`src/rtl/adc_rd_pkg.sv`:
```
package adc_rd_pkg;

  typedef enum logic [2:0] {
    RD_IDLE,
    RD_CONV,
    RD_ARMED,
    RD_SHIFT,
    RD_CLOSE
  } rd_state_e;

  // Number of serial clock cycles in one read: a start bit adds one.
  function automatic int unsigned edges_per_read(input logic busy, input int unsigned data_w);
    return busy ? data_w + 1 : data_w;
  endfunction

  // Zero-based index of the first falling edge whose bit is kept.
  function automatic int unsigned first_data_edge(input logic busy);
    return busy ? 1 : 0;
  endfunction

  // Cycle count (from the start edge) at which read select is lowered.
  function automatic int unsigned select_point(input logic busy, input int unsigned arm_cyc,
                                               input int unsigned max_cyc);
    return busy ? arm_cyc - 1 : max_cyc - 1;
  endfunction

endpackage

```
`src/rtl/adc_rd_rate.sv`:
```
module adc_rd_rate #(
  parameter int unsigned FRAME_CYC = 150
) (
  input  logic clk,
  input  logic rst_n,
  input  logic enable,
  output logic tick
);
  localparam int unsigned CW = (FRAME_CYC > 2) ? $clog2(FRAME_CYC) : 1;
  localparam logic [CW-1:0] LAST = CW'(FRAME_CYC - 1);

  logic [CW-1:0] cnt;

  always_ff @(posedge clk or negedge rst_n) begin
    if (!rst_n) begin
      cnt <= '0;
    end else if (!enable || cnt == LAST) begin
      cnt <= '0;
    end else begin
      cnt <= cnt + 1'b1;
    end
  end

  assign tick = enable && (cnt == LAST);

endmodule

```
`src/rtl/adc_rd_fall_det.sv`:
```
module adc_rd_fall_det (
  input  logic clk,
  input  logic rst_n,
  input  logic din,
  output logic fall
);
  logic s1, s2;

  always_ff @(posedge clk or negedge rst_n) begin
    if (!rst_n) begin
      s1 <= 1'b1;
      s2 <= 1'b1;
    end else begin
      s1 <= din;
      s2 <= s1;
    end
  end

  assign fall = s2 & ~s1;

endmodule

```
`src/rtl/adc_rd_sclk.sv`:
```
module adc_rd_sclk #(
  parameter int unsigned SCK_HALF = 2,
  parameter int unsigned IDX_W    = 5
) (
  input  logic             clk,
  input  logic             rst_n,
  input  logic             run,
  input  logic [IDX_W-1:0] total,
  output logic             sck,
  output logic             fall_now,
  output logic [IDX_W-1:0] fall_idx,
  output logic             last_now
);
  localparam int unsigned DW = (SCK_HALF > 1) ? $clog2(SCK_HALF) : 1;
  localparam logic [DW-1:0] HALF_END = DW'(SCK_HALF - 1);

  logic [DW-1:0]    div;
  logic [IDX_W-1:0] idx;
  logic             half_done;

  assign half_done = (div == HALF_END);
  assign fall_now  = run && sck && half_done;
  assign fall_idx  = idx;
  assign last_now  = fall_now && (idx == total - 1'b1);

  always_ff @(posedge clk or negedge rst_n) begin
    if (!rst_n) begin
      sck <= 1'b0;
      div <= '0;
      idx <= '0;
    end else if (!run) begin
      sck <= 1'b0;
      div <= '0;
      idx <= '0;
    end else if (half_done) begin
      div <= '0;
      sck <= ~sck;
      if (sck) idx <= idx + 1'b1;
    end else begin
      div <= div + 1'b1;
    end
  end

endmodule

```
`src/rtl/adc_rd_capture.sv`:
```
module adc_rd_capture #(
  parameter int unsigned DATA_W = 16,
  parameter int unsigned IDX_W  = 5
) (
  input  logic              clk,
  input  logic              rst_n,
  input  logic              strobe,
  input  logic [IDX_W-1:0]  idx,
  input  logic [IDX_W-1:0]  skip,
  input  logic              din,
  output logic [DATA_W-1:0] word
);
  always_ff @(posedge clk or negedge rst_n) begin
    if (!rst_n) begin
      word <= '0;
    end else if (strobe && (idx >= skip)) begin
      word <= {word[DATA_W-2:0], din};
    end
  end

endmodule

```
`src/rtl/adc_busy_reader.sv`:
```
module adc_busy_reader #(
  parameter int unsigned DATA_W       = 16,
  parameter int unsigned FRAME_CYC    = 150,
  parameter int unsigned SCK_HALF     = 2,
  parameter int unsigned ARM_CYC      = 3,
  parameter int unsigned CONV_MAX_CYC = 40
) (
  input  logic              clk,
  input  logic              rst_n,
  input  logic              enable,
  input  logic              busy_mode,
  input  logic              ser_din,
  output logic              conv_start,
  output logic              rd_sel_n,
  output logic              ser_clk,
  output logic [DATA_W-1:0] sample_data,
  output logic              sample_valid,
  output logic              wait_timeout
);
  import adc_rd_pkg::*;

  localparam int unsigned IDX_W = $clog2(DATA_W + 2);
  localparam int unsigned TW    = $clog2(CONV_MAX_CYC + 1);
  localparam logic [TW-1:0] WATCH_END = TW'(CONV_MAX_CYC - 1);

  rd_state_e         st;
  logic [TW-1:0]     cnt;
  logic              mode_busy_q;

  // Named internal events
  logic              tick;
  logic              din_fall;
  logic              sck_fall_evt;
  logic              read_last;
  logic [IDX_W-1:0]  fall_idx;
  logic [IDX_W-1:0]  edge_total;
  logic [IDX_W-1:0]  edge_skip;
  logic [TW-1:0]     sel_low_at;
  logic [DATA_W-1:0] cap_word;
  logic              shift_run;

  assign edge_total = IDX_W'(edges_per_read(mode_busy_q, DATA_W));
  assign edge_skip  = IDX_W'(first_data_edge(mode_busy_q));
  assign sel_low_at = TW'(select_point(mode_busy_q, ARM_CYC, CONV_MAX_CYC));
  assign shift_run  = (st == RD_SHIFT);

  adc_rd_rate #(.FRAME_CYC(FRAME_CYC)) i_rate (
    .clk(clk), .rst_n(rst_n), .enable(enable), .tick(tick)
  );

  adc_rd_fall_det i_fall (
    .clk(clk), .rst_n(rst_n), .din(ser_din), .fall(din_fall)
  );

  adc_rd_sclk #(.SCK_HALF(SCK_HALF), .IDX_W(IDX_W)) i_sclk (
    .clk(clk), .rst_n(rst_n), .run(shift_run), .total(edge_total),
    .sck(ser_clk), .fall_now(sck_fall_evt), .fall_idx(fall_idx), .last_now(read_last)
  );

  adc_rd_capture #(.DATA_W(DATA_W), .IDX_W(IDX_W)) i_cap (
    .clk(clk), .rst_n(rst_n), .strobe(sck_fall_evt), .idx(fall_idx),
    .skip(edge_skip), .din(ser_din), .word(cap_word)
  );

  always_ff @(posedge clk or negedge rst_n) begin
    if (!rst_n) begin
      st           <= RD_IDLE;
      cnt          <= '0;
      mode_busy_q  <= 1'b0;
      conv_start   <= 1'b0;
      rd_sel_n     <= 1'b1;
      sample_data  <= '0;
      sample_valid <= 1'b0;
      wait_timeout <= 1'b0;
    end else begin
      sample_valid <= 1'b0;
      wait_timeout <= 1'b0;
      case (st)
        RD_IDLE: begin
          if (tick) begin
            conv_start  <= 1'b1;
            rd_sel_n    <= 1'b1;
            cnt         <= '0;
            mode_busy_q <= busy_mode;
            st          <= RD_CONV;
          end
        end
        RD_CONV: begin
          cnt <= cnt + 1'b1;
          if (cnt == sel_low_at) begin
            rd_sel_n <= 1'b0;
            st       <= mode_busy_q ? RD_ARMED : RD_SHIFT;
          end
        end
        RD_ARMED: begin
          cnt <= cnt + 1'b1;
          if (din_fall) begin
            st <= RD_SHIFT;
          end else if (cnt == WATCH_END) begin
            wait_timeout <= 1'b1;
            rd_sel_n     <= 1'b1;
            conv_start   <= 1'b0;
            st           <= RD_IDLE;
          end
        end
        RD_SHIFT: begin
          if (read_last) begin
            rd_sel_n   <= 1'b1;
            conv_start <= 1'b0;
            st         <= RD_CLOSE;
          end
        end
        RD_CLOSE: begin
          sample_valid <= 1'b1;
          sample_data  <= cap_word;
          st           <= RD_IDLE;
        end
        default: st <= RD_IDLE;
      endcase
    end
  end

endmodule

```
`config.mk`:
```
export PLATFORM = sky130hd
export DESIGN_NAME = adc_busy_reader
export DESIGN_NICKNAME = d
export VERILOG_FILES = /design/src/rtl/adc_rd_pkg.sv /design/src/rtl/adc_rd_rate.sv /design/src/rtl/adc_rd_fall_det.sv /design/src/rtl/adc_rd_sclk.sv /design/src/rtl/adc_rd_capture.sv /design/src/rtl/adc_busy_reader.sv
export SDC_FILE = /design/constraint.sdc
export NUM_CORES = 1
export LEC_CHECK = 0
export BUFFER_PORTS_ARGS = -buffer_cell sky130_fd_sc_hd__buf_2
export CELL_PAD_IN_SITES_DETAIL_PLACEMENT = 1
export CELL_PAD_IN_SITES_GLOBAL_PLACEMENT = 2
export CORE_UTILIZATION = 40
export DETAILED_ROUTE_END_ITERATION = 6
export PLACE_DENSITY_LB_ADDON = 0.08
export SYNTH_ARGS = -nofsm -noshare
export SYNTH_HDL_FRONTEND = slang
export SYNTH_HIERARCHICAL = 1
export SYNTH_SLANG_ARGS = --single-unit
```
`constraint.sdc`:
```
create_clock -name clk -period 5 [get_ports clk]
set_clock_uncertainty 0.2 [all_clocks]
set_input_delay 0.5 -clock clk [delete_from_list [all_inputs] [get_ports clk]]
set_output_delay 0.5 -clock clk [all_outputs]
set_load 0.05 [all_outputs]
```
==> results of run 1 <==
routing by layer:
metal / wire, um / part of all wire [%]
met1: 3000 / 47
met2: 3110 / 49
met3: 167 / 2.6
met4: 76 / 1.2
met5: 0 / 0
worst reg2reg max path: cells and delay by family, from the launching register on:
family	cells	cell delay (ns)
flops	1	0.41
fa+ha+maj	1	0.13
compound gates	2	0.44
buf+inv	1	0.06
simple gates	3	1.55
flip-flops by register name, summed over array words and instances (netlist names):
name / flops
cnt: 6
conv_start: 1
i_cap/word: 16
i_fall/s1: 1
i_fall/s2: 1
i_rate/cnt: 8
i_sclk/div: 1
i_sclk/fall_idx: 5
i_sclk/sck: 1
mode_busy_q: 1
rd_sel_n: 1
sample_data: 16
sample_valid: 1
st: 3
wait_timeout: 1
how the worst min path moves through the flow:
stage	endpoint	slack, ns	depth (start not counted)
floorplan	cnt[0]	0.004	0
global placement	i_fall/s2	0.17	0
detailed placement	i_fall/s2	0.18	0
CTS	i_fall/s1	0.06	1
global route	i_fall/s1	0.06	1
finish	i_fall/s1	0.08	1
cell families (layout without fill, tap and decap cells):
| logic type | count (synthesis) | count (layout) | synth area share (%) |
|---|---|---|---|
| XOR/XNOR | 15 | 15 | 4.14 |
| buffers and inverters | 25 | 57 | 4.10 |
| multiplexers | 34 | 34 | 13.2 |
| AO/OA/AOI/OAI | 45 | 45 | 10.4 |
| AND/OR/NAND/NOR | 77 | 77 | 14.1 |
| other | 2 | 12 | 0.237 |
| flip-flops | 63 | 63 | 49.8 |
| adder cells (fa/ha/maj) | 10 | 10 | 3.95 |
cell type report:
class	count	area (um^2)	area share, %
flip-flops and latches	63	1580	44.3
well taps	102	128	3.58
clock inverters	7	48.8	1.37
clock buffers	9	124	3.47
repair buffers	26	133	3.72
multi-input cells	193	1500	42.0
inverters	15	56.3	1.58
cell usage in the layout (no fill, tap or decap), types with 3 or more instances in the layout:
| cell | netlist | final |
|---|---|---|
| xnor2_1 | 9 | 9 |
| nor3_1 | 4 | 4 |
| dfstp_2 | 3 | 3 |
| mux2_2 | 23 | 23 |
| mux2_4 | 10 | 10 |
| nand3_1 | 11 | 11 |
| or3_1 | 5 | 5 |
| a21oi_1 | 15 | 15 |
| nand2_1 | 15 | 15 |
| inv_1 | 14 | 14 |
| buf_2 | 4 | 25 |
| nor2_1 | 15 | 15 |
| clkbuf_8 | 0 | 9 |
| clkinv_2 | 0 | 3 |
| o211ai_1 | 3 | 3 |
| o21ai_0 | 9 | 9 |
| dfrtp_1 | 60 | 60 |
| nor3b_1 | 4 | 4 |
| xor2_1 | 6 | 6 |
| ha_1 | 10 | 10 |
| conb_1 | 2 | 12 |
power by group through the flow:
stage / clock, uW / combinational [uW] / sequential [uW]
after floorplan: 0 / 275 / 622
after global placement: 0 / 294 / 672
after detailed placement: 0 / 297 / 676
after CTS: 406 / 301 / 665
after global routing: 428 / 335 / 682
final: 389 / 297 / 667
stage by stage:
stage / utilization [%] / worst slack [ns] / hold slack [ns]
finish: 46.4 / 2.06 / 0.0813
global route: 46.4 / 1.84 / 0.0564
CTS: 46.4 / 2.09 / 0.0619
detailed placement: 44.2 / 2.09 / 0.176
global placement: 44.2 / 2.09 / 0.174
floorplan: - / 2.61 / 0.00441
==> flow_metrics.tcl, run 1 <==
set metrics [dict create \
    place_congestion 0.771 \
    worstPathArrival_ns 2.92 \
    fmax_ghz 0.340 \
    clkSinkCount 63 \
    ys_seq_elements 63 \
    cp_max_fo 6 \
    avgRoutedWirePerCell_um 15.3 \
    grt_max_degree 41 \
    slowest_delay_ns 1.10 \
    synth_commonest_cells "dfrtp_1 (60), mux2_2 (23), a21oi_1 (15), nand2_1 (15), nor2_1 (15)" \
    dp_hpwl_mm 4.35 \
    htree_levels 3 \
    p_leak_uw 0.00171 \
    fin_nets 323 \
    synth_cell_types 54 \
    setup_viol 0 \
    r2r_start "i_rate/cnt[1]" \
    r2r_cells 7 \
    slew_headroom_pct 11.1 \
    grt.busiest_layer "met2" \
    crit_type "reg2reg" \
    ys_warn_count 6 \
    synth_area_leaders "dfrtp_1 (47%), mux2_2 (8.2%), mux2_4 (4.7%)" \
    drtIter0Drc 81 \
    min_from "ser_din" \
    slew_viol_final 0 \
    finalSetupTns_ns 0 \
    seqPwrFrac_pct 49.3 \
    required_ns 4.98 \
    placed_cells 399 \
    critPathLaunchType "flip-flop" \
    pin_count 26 \
    design_area_um2 3570 \
    async_reset_ff_share_pct 100 \
    drc 0 \
    clkLatencyLatePin_ns 0.33 \
    io_buffers 25 \
    power_frac_clock_pct 28.8 \
    grt_pass1_wl_mm 11.5 \
    intPower_uw 859 \
    wl_mm 6.36 \
    cp.depth 7 \
    initial_utilization_pct 41.2 \
    drive_gt1_share_pct 28.4 \
    slowest_stage "nor4b_1" \
    hold_buffers 0 \
    gr-usage-met3_pct 4.44 \
    yosys.area.top_type "dfrtp_1" \
    hold_class "in2reg" \
    total_power_uw 1350 \
    crit_end "cnt[2]" \
    synth.most_common_cell "dfrtp_1" \
    period_needed_ns 2.94 \
    cts_buffers 9 \
    die_area_um2 8290 \
    ant_nets 0 \
    fp-row-count 32 \
    powerDensity_nw_per_um2 379 \
    fillers 860 \
    syn_inst 271 \
    end_kind "flip-flop" \
    grt-ovfl-total 0 \
    ys.flop_type "dfrtp_1" \
    status "complete, no violations" \
    startpoint "i_rate/cnt[1]" \
    post_cts_resized 0 \
    dr_total_vias 2146 \
    use_met2_pct 28.1 \
    vdd_ir_drop_max_mv 0.131 \
    synth_edf_count 0 \
    cp_cell_sequence "inv_1 -> ha_1 -> nand4b_1 -> nor4b_1 -> nand2_1 -> a221oi_1 -> a211oi_1" \
    cts_tree "yes" \
    worstMarginPinSlew_ns 1.32 \
    antenna_found_initial 0 \
    cap_violations 0 \
    drt_first_pass_iters 5 \
    placed_cell_area_um2 3390 \
    p_comb_share_pct 21.9 \
    path_buf_inv 1 \
    track_usage_pct 17.7 \
    crit_family "simple AND/OR/NAND/NOR gates" \
    syn_area_um2 3170 \
    chipWidth_um 91.0 \
    stdcell_count 415 \
    diodes 0 \
    power.switching_uw 494 \
    die_y_um 91.0 \
    r2r_slack_ns 2.06 \
    syn_avg_cell_area_um2 11.7 \
    reg2reg_to "cnt[2]" \
    clk_pin_slew_ns 0.08 \
    root_buffer "clkbuf_8" \
    clockBufferDepth 2 \
    period_share_pct 58.8 \
    synth_top_area_share_pct 47.4 \
    cts_setup_buffers 0 \
    area_growth_pct 12.5 \
    grt_pass1_vias 2260 \
    core_um2 7690 \
    gr-usage-met1_pct 23.5 \
    sw_frac_of_total_pct 36.5 \
    ys_seq_area_share_pct 49.8 \
    rsz0062_at_grt "false" \
    hold_violations 0 \
    vias_per_cell 5.17 \
]
Power figures use the tool's default switching activity.
==> run 2: changes to the inputs <==
==> constraint.sdc (replaced) <==
create_clock -name clk -period 2.9 [get_ports clk]
set_clock_uncertainty 0.2 [all_clocks]
set_input_delay 0.29 -clock clk [delete_from_list [all_inputs] [get_ports clk]]
set_output_delay 0.29 -clock clk [all_outputs]
set_load 0.05 [all_outputs]
==> run 2 against run 1 <==
  * Via count increased by 1.4%
  * First-iteration DRC count decreased by 20%
  * Routed wire length is 3.7% higher
  * Maximum frequency rose by 26%
  * Combinational power increased by 110%
  * Sequential cell count did not move
  * Sequential power is 62% higher
  * Non-clock buffer count is 10 higher
  * Count of clock-buffer cells in the layout unchanged
==> flow_metrics.tcl, run 2 (synthesis gave the netlist of run 1 again) <==
set metrics [dict create \
    status "complete, no violations" \
    area_growth_pct 19.3 \
    clockBufferDepth 2 \
    mostFrequentLayoutCells "dfrtp_1 (60), buf_2 (25), mux2_2 (23)" \
    crit_type "reg2reg" \
    placed_cells 405 \
    slowest_stage "dfrtp_1" \
    fin_nets 333 \
    total_power_uw 2820 \
    drtIter0Drc 65 \
    drc 0 \
    reg2reg_to "rd_sel_n" \
    powerDensity_nw_per_um2 745 \
    vias_per_cell 5.12 \
    htree_levels 3 \
    grt_pass1_wl_mm 11.6 \
    required_ns 2.99 \
    period_needed_ns 2.33 \
    io_buffers 25 \
    fp-row-count 32 \
    die_y_um 91.0 \
    grt-ovfl-total 0 \
    cts_setup_buffers 0 \
    fmax_ghz 0.428 \
    cap_violations 0 \
    worstPathArrival_ns 2.42 \
    hold_ws_ns 0.186 \
    hold_buffers 4 \
    slew_headroom_pct 65.9 \
    holdPathStages 0 \
    grt_pass1_vias 2266 \
    core_um2 7690 \
    antenna_found_initial 0 \
    grt_max_degree 64 \
    setup_viol 0 \
    multi_input_area_um2 1500 \
    fillers 837 \
    cp_cell_sequence "inv_1 -> ha_1 -> xor2_1 -> nand3_1 -> nor4_1 -> and2_1 -> a41oi_1 -> o21ai_0 -> o211a_1" \
    p_leak_uw 0.00181 \
    r2r_cells 9 \
    critPathLaunchType "flip-flop" \
    avgRoutedWirePerCell_um 15.5 \
    dr_total_vias 2177 \
    cts_tree "yes" \
    layout_commonest_cell "dfrtp_1" \
    initial_utilization_pct 41.2 \
    die_area_um2 8290 \
    end_kind "flip-flop" \
    diodes 0 \
    finalSetupTns_ns 0 \
    dp_hpwl_mm 4.31 \
    rsz0062_at_grt "false" \
    min_from "i_fall/s1" \
    vdd_ir_drop_max_mv 0.333 \
    reg_top3 "i_cap/word (16), sample_data (16), i_rate/cnt (8)" \
    seq_area_um2 1580 \
    clkSinkCount 63 \
    post_cts_resized 0 \
    track_usage_pct 18.0 \
    place_congestion 0.730 \
    min_to "i_fall/s2" \
    ant_nets 0 \
    final_core_util_pct 49.2 \
    cp_max_fo 8 \
    drt_first_pass_iters 4 \
    cts_buffers 9 \
    drive_gt1_share_pct 29.4 \
    chipWidth_um 91.0 \
    period_share_pct 80.5 \
    r2r_slack_ns 0.57 \
    slowest_delay_ns 0.49 \
    crit_family "simple AND/OR/NAND/NOR gates" \
    clk_pin_slew_ns 0.08 \
    clkLatencyLatePin_ns 0.34 \
    wl_mm 6.60 \
    root_buffer "clkbuf_8" \
    pin_count 26 \
    hold_violations 0 \
    worstMarginPinSlew_ns 0.510 \
    stdcell_count 425 \
    hold_class "reg2reg" \
    path_buf_inv 1 \
    slew_viol_final 0 \
    r2r_start "mode_busy_q" \
]
[run 2: changes by cell type in the layout (fill, tap and decap cells not counted), sizes merged]
cell         change
clkinv           -4
buf              +6
clkinvlp         -1
dlygate4sd3      +4
bufinv           +5
[run 2: worst max path at each step]
stage	slack [ns]	cells after the start	start	end
floorplan	0.51	11	st[0]	rd_sel_n
global placement	0.60	9	mode_busy_q	rd_sel_n
global route	0.30	9	mode_busy_q	conv_start
finish	0.57	9	mode_busy_q	rd_sel_n
CTS	0.52	9	mode_busy_q	rd_sel_n
detailed placement	0.56	9	mode_busy_q	rd_sel_n
[run 2: through the flow]
| step | instance area (um^2) | setup slack, ns |
|---|---|---|
| finish | 3780 | 0.565 |
| global route | 3780 | 0.297 |
| CTS | 3780 | 0.518 |
| detailed placement | 3450 | 0.564 |
| global placement | 3450 | 0.602 |
| floorplan | 3210 | 0.506 |
[run 2: report_power, final]
group	switching [uW]	total, uW	internal, uW	leakage [uW]
clock	375	1120	750	0.000144
combinational	379	613	234	0.000827
sequential	121	1080	962	0.000840
total	875	2820	1950	0.00181
[run 2: area by class of cell]
| type | count | share of cell area (%) |
|---|---|---|
| Timing Repair Buffer | 36 | 6.08 |
| Tap cell | 102 | 3.37 |
| Clock inverter | 7 | 4.43 |
| Multi-Input combinational cell | 193 | 39.6 |
| Sequential cell | 63 | 41.8 |
| Clock buffer | 9 | 3.27 |
| Inverter | 15 | 1.49 |
[run 2: per-layer routing]
layer  global-route usage (%)  wire [um]  vias to the layer above
met4                     6.75        102                        0
li1                         -          -                     1042
met5                        0          0                        -
met2                     27.3       3090                       25
met3                     4.27        203                        8
met1                     25.0       3200                     1102
